$ cat config.mk
export PLATFORM = sky130hd
export DESIGN_NAME = perf_counter_bank
export DESIGN_NICKNAME = d
export VERILOG_FILES = /design/src/rtl/perf_counter_bank.sv
export SDC_FILE = /design/constraint.sdc
export NUM_CORES = 1
export LEC_CHECK = 0
export BUFFER_PORTS_ARGS = -buffer_cell sky130_fd_sc_hd__buf_2
export CAP_MARGIN = 20
export CORE_MARGIN = 2
export CORE_UTILIZATION = 42
export CTS_CLUSTER_SIZE = 25
export DETAILED_ROUTE_END_ITERATION = 8
export PLACE_DENSITY = 0.74
export SLEW_MARGIN = 30
export SYNTH_ARGS = -nofsm -noshare
export SYNTH_HDL_FRONTEND = slang
export SYNTH_SLANG_ARGS = --single-unit
$ cat constraint.sdc
create_clock -name clk -period 2.5 [get_ports clk]
set_clock_uncertainty 0.2 [all_clocks]
set_input_delay 0.25 -clock clk [delete_from_list [all_inputs] [get_ports clk]]
set_output_delay 0.25 -clock clk [all_outputs]
set_load 0.05 [all_outputs]
$ cat src/rtl/perf_counter_bank.sv
module perf_counter_bank #(
  parameter int CNT_W = 64
) (
  input  logic                 clk,
  input  logic                 rst_n,
  input  logic [11:0]          csr_addr,
  input  logic                 csr_we,
  input  logic [CNT_W/2-1:0]   csr_wdata,
  output logic [CNT_W/2-1:0]   csr_rdata,
  output logic                 csr_err,
  input  logic                 retired,
  input  logic [CNT_W-1:0]     timer_val
);
  localparam int HALF = CNT_W / 2;

  localparam logic [11:0] A_CYC_LO = 12'hB00;
  localparam logic [11:0] A_CYC_HI = 12'hB80;
  localparam logic [11:0] A_RET_LO = 12'hB02;
  localparam logic [11:0] A_RET_HI = 12'hB82;
  localparam logic [11:0] U_CYC_LO = 12'hC00;
  localparam logic [11:0] U_CYC_HI = 12'hC80;
  localparam logic [11:0] U_TMR_LO = 12'hC01;
  localparam logic [11:0] U_TMR_HI = 12'hC81;
  localparam logic [11:0] U_RET_LO = 12'hC02;
  localparam logic [11:0] U_RET_HI = 12'hC82;
  localparam logic [11:0] A_INHIB  = 12'h320;

  logic [CNT_W-1:0] cyc_q, ret_q;
  logic             stop_cyc_q, stop_ret_q;

  wire ro_window = csr_addr[11:8] == 4'hC;
  assign csr_err = csr_we && ro_window;

  wire wr_cyc_lo = csr_we && csr_addr == A_CYC_LO;
  wire wr_cyc_hi = csr_we && csr_addr == A_CYC_HI;
  wire wr_ret_lo = csr_we && csr_addr == A_RET_LO;
  wire wr_ret_hi = csr_we && csr_addr == A_RET_HI;
  wire wr_inhib  = csr_we && csr_addr == A_INHIB;
  wire wr_cyc    = wr_cyc_lo || wr_cyc_hi;
  wire wr_ret    = wr_ret_lo || wr_ret_hi;

  always_ff @(posedge clk) begin
    if (!rst_n) begin
      cyc_q      <= '0;
      ret_q      <= '0;
      stop_cyc_q <= 1'b0;
      stop_ret_q <= 1'b0;
    end else begin
      if (wr_cyc_lo)       cyc_q <= {cyc_q[CNT_W-1:HALF], csr_wdata};
      else if (wr_cyc_hi)  cyc_q <= {csr_wdata, cyc_q[HALF-1:0]};
      else if (!stop_cyc_q) cyc_q <= cyc_q + 1'b1;

      if (wr_ret_lo)       ret_q <= {ret_q[CNT_W-1:HALF], csr_wdata};
      else if (wr_ret_hi)  ret_q <= {csr_wdata, ret_q[HALF-1:0]};
      else if (retired && !stop_ret_q) ret_q <= ret_q + 1'b1;

      if (wr_inhib) begin
        stop_cyc_q <= csr_wdata[0];
        stop_ret_q <= csr_wdata[2];
      end
    end
  end

  always_comb begin
    case (csr_addr)
      A_CYC_LO, U_CYC_LO: csr_rdata = cyc_q[HALF-1:0];
      A_CYC_HI, U_CYC_HI: csr_rdata = cyc_q[CNT_W-1:HALF];
      A_RET_LO, U_RET_LO: csr_rdata = ret_q[HALF-1:0];
      A_RET_HI, U_RET_HI: csr_rdata = ret_q[CNT_W-1:HALF];
      U_TMR_LO:           csr_rdata = timer_val[HALF-1:0];
      U_TMR_HI:           csr_rdata = timer_val[CNT_W-1:HALF];
      A_INHIB:            csr_rdata = {{(HALF-3){1'b0}}, stop_ret_q, 1'b0, stop_cyc_q};
      default:            csr_rdata = '0;
    endcase
  end

  assert_ro_write_keeps_state_R8: assert property (@(posedge clk) disable iff (!rst_n)
    csr_err |=> $stable(stop_cyc_q) && $stable(stop_ret_q));

  assert_cycle_frozen_R4: assert property (@(posedge clk) disable iff (!rst_n)
    (stop_cyc_q && !wr_cyc) |=> $stable(cyc_q));

  assert_retire_counts_R3: assert property (@(posedge clk) disable iff (!rst_n)
    (retired && !stop_ret_q && !wr_ret) |=> ret_q == $past(ret_q) + 1'b1);

  assert_retire_write_wins_R6: assert property (@(posedge clk) disable iff (!rst_n)
    wr_ret_lo |=> ret_q[HALF-1:0] == $past(csr_wdata) && ret_q[CNT_W-1:HALF] == $past(ret_q[CNT_W-1:HALF]));

  assert_cycle_high_write_R5: assert property (@(posedge clk) disable iff (!rst_n)
    wr_cyc_hi |=> cyc_q[HALF-1:0] == $past(cyc_q[HALF-1:0]));

  assert_low_carry_R9: assert property (@(posedge clk) disable iff (!rst_n)
    (!stop_cyc_q && !wr_cyc && &cyc_q[HALF-1:0]) |=>
      cyc_q[HALF-1:0] == '0 && cyc_q[CNT_W-1:HALF] == $past(cyc_q[CNT_W-1:HALF]) + 1'b1);
endmodule

==> flow_metrics.py <==
metrics = {
    "status": {
        "status": "finished with violations",
        "violations": "design-rule violations, negative setup slack",
    },
    "global_route": {
        "grt_pass1_wl_um": 65900,
        "grt_usage": 0.3839,
        "grt_pass1_vias": 11280,
        "grt_max_degree": 81,
        "grt_overflow_total": 0,
        "antenna_found_initial": 1,
    },
    "synthesis": {
        "synth_flop_cell": "dfxtp_1",
        "synthTopCellsByArea": "dfxtp_1, a222oi_1, nand2_1, a21oi_1, nand4_1",
        "ys_async_sr_fraction": 0,
        "yosys.cell_types.count": 65,
        "synth_top_cell_by_area": "dfxtp_1",
        "syn-num-nets": 1327,
        "syn_avg_cell_area_sq_um": 7.521,
        "synth_edf_count": 0,
        "synth_most_common_cell": "nand2_1",
        "synth_top_cell_area_share": 0.2853,
        "ys_top_cells_by_count": "nand2_1, dfxtp_1, a21oi_1",
        "ys_seq_elements": 130,
        "yosysSeqAreaShare": 0.2853,
        "yosysWarnings": 0,
        "netlist_instances": 1213,
        "synth_area_sq_mm": 0.009122,
    },
    "layout": {
        "seq_area_sq_mm": 0.002620,
        "syn2layout_area_growth_pct": 47.44,
        "multiInputGateArea_sq_mm": 0.006369,
        "layout.nets": 1677,
        "final.fill_count": 1805,
        "design_area_sq_mm": 0.01345,
        "drive_above_1_share": 0.3467,
    },
    "critical_path": {
        "cp_max_fo": 6,
        "crit_start": "csr_addr[9]",
        "worst-setup-path-type": "in2out",
        "ff2ff_path_depth": 9,
        "crit-reg2reg-capture": "cyc_q[59]",
        "crit_end": "csr_rdata[14]",
        "rr_startpoint": "cyc_q[8]",
        "cp-start-kind": "input pin",
        "cp.required_ps": 2050,
        "reg2reg_slack_ps": -40,
        "cp-end-kind": "output pin",
        "arrival_ps": 2430,
    },
    "sta": {
        "setup_ws_ps": -383.1,
        "maxSlewViolCount": 0,
        "tightestPinTransition_ps": 871.9,
        "rsz0062_at_grt": "true",
        "hold_slack_ps": 0.6007,
        "finalHoldViolations": 0,
        "finalCritPeriodShare": 1.153,
        "setup-violations-final": 33,
        "layout_min_cycle_time_ps": 2883,
        "slew_headroom": 0.4187,
        "clock.fmax_mhz": 346.9,
    },
    "routing": {
        "ant_nets": 0,
        "drt-initial-drc-count": 2126,
        "viasPerCell": 6.862,
        "wl_per_cell_um": 25.16,
        "post-route-drc-count": 21,
        "vias": 12700,
        "drt-total-wl_um": 46570,
        "first_pass_iters": 9,
    },
    "pwr": {
        "cellLeakagePower_nw": 4.992,
        "ir_worst_vdd_mv": 0.4435,
        "cellPowerDensity_mw_per_mm2": 384.6,
    },
    "min_path": {
        "hp-class": "in2reg",
        "whs_path_depth": 3,
        "min_from": "csr_wdata[0]",
    },
    "placed_design": {
        "place_congestion": 0.9840,
        "hpwl_um": 33480,
        "placed_area_sq_mm": 0.01207,
        "io_buffers": 144,
    },
    "cts": {
        "cts-root-buf": "clkbuf_16",
        "numClockSinks": 130,
        "htree_levels": 4,
        "insertion_delay_ps": 430,
        "cts_buffers": 17,
        "clockBufferDepth": 2,
        "cts_tree": "yes",
        "path_clk_slew_ps": 70,
    },
    "floorplan": {
        "initial_core_util": 0.4312,
        "dieArea_sq_mm": 0.02291,
        "die_w_um": 151.4,
        "io_pins": 145,
        "die_h_um": 151.4,
        "fp.coreArea_sq_mm": 0.02115,
        "rows": 53,
    },
    "job": {
        "drv_cap": 0,
    },
}
## area by class of cell
cell class / count / area share
sequential: 130 / 0.1948
inverter: 15 / 0.004186
clock inverter: 10 / 0.009860
timing repair buffer: 424 / 0.2569
multi-input combinational: 975 / 0.4735
antenna: 1 / 0.0001860
tap: 275 / 0.02558
clock buffer: 21 / 0.03498
## worst min-delay path by stage
stage                            end  slack, ps
final                       cyc_q[0]        0.6
after CTS                 stop_cyc_q        0.4
after global routing      stop_cyc_q         10
after floorplan             cyc_q[9]        200
after detailed placement   ret_q[11]        330
after global placement     ret_q[11]        330
## layer usage
| metal | wire, um | part of all wire | track usage |
|---|---|---|---|
| met1 | 16800 | 0.36 | 0.5019 |
| met2 | 19970 | 0.43 | 0.5880 |
| met3 | 6933 | 0.15 | 0.09849 |
| met4 | 2869 | 0.062 | 0.1860 |
| met5 | 0 | 0 | 0 |
## stage by stage
step / utilization / instances / setup WS [ps] / total power, mW / setup TNS, ps
2_1_floorplan: - / 1213 / 20.20 / 2.249 / 0
3_3_place_gp: 0.5705 / 1791 / -135.0 / 2.514 / -4054
3_5_place_dp: 0.5705 / 1791 / -157.8 / 2.518 / -5675
4_1_cts: 0.6080 / 1828 / -48.75 / 5.124 / -127.9
5_1_grt: 0.6358 / 1851 / -336.1 / 5.274 / -8575
6_report: 0.6358 / 1851 / -383.1 / 5.173 / -9447
## timing repair
action	CTS	global route
hold endpoints to repair	6	0
gates resized for setup	41	103
hold buffers	5	0
endpoints found under the setup margin	38	69
pin swaps	8	40
gates cloned	0	6
setup buffers	1	18
## logic make-up after synthesis
group	after synthesis	synth area share
AOI/OAI and AO/OA	385	0.2864
buffers and inverters	108	0.04691
muxes	17	0.01865
and+or+nand+nor	516	0.3072
xor gates and xnor gates	55	0.05280
DFF	130	0.2853
adders and majority gates	2	0.002743
## cell usage in the layout, fill, tap and decap left out, types with 13 or more instances in the layout
cell	n
a21oi_1	96
a222oi_1	62
a22oi_1	33
a31oi_1	30
and3_1	15
and4_1	13
buf_12	23
buf_2	108
buf_4	245
buf_6	28
clkbuf_16	21
dfxtp_1	118
inv_1	14
mux2i_1	16
nand2_1	102
nand2_2	30
nand3_1	64
nand4_1	60
nor2_1	69
nor3_1	39
nor4_1	21
o21ai_0	73
or4_1	15
xnor2_1	30
xor2_1	25
## registers in the layout, indices dropped and copies added, names as in the netlist
register    cells
cyc_q          64
ret_q          64
stop_cyc_q      1
stop_ret_q      1
## report_power, final
part,switching (mW),internal [mW],total [mW]
Combinational,0.277,0.158,0.435
Clock,1.02,1.64,2.65
Sequential,0.00652,2.08,2.08
## critical path, stage by stage
cell,delay [ps]
buf_2,110
buf_4,140
nor3b_1,450
o211ai_1,230
buf_4,200
nor2_4,210
buf_4,170
clkbuf_16,140
a222oi_1,120
buf_4,190
nand2_2,60
buf_6,150
(Power assumes the default switching activity.)
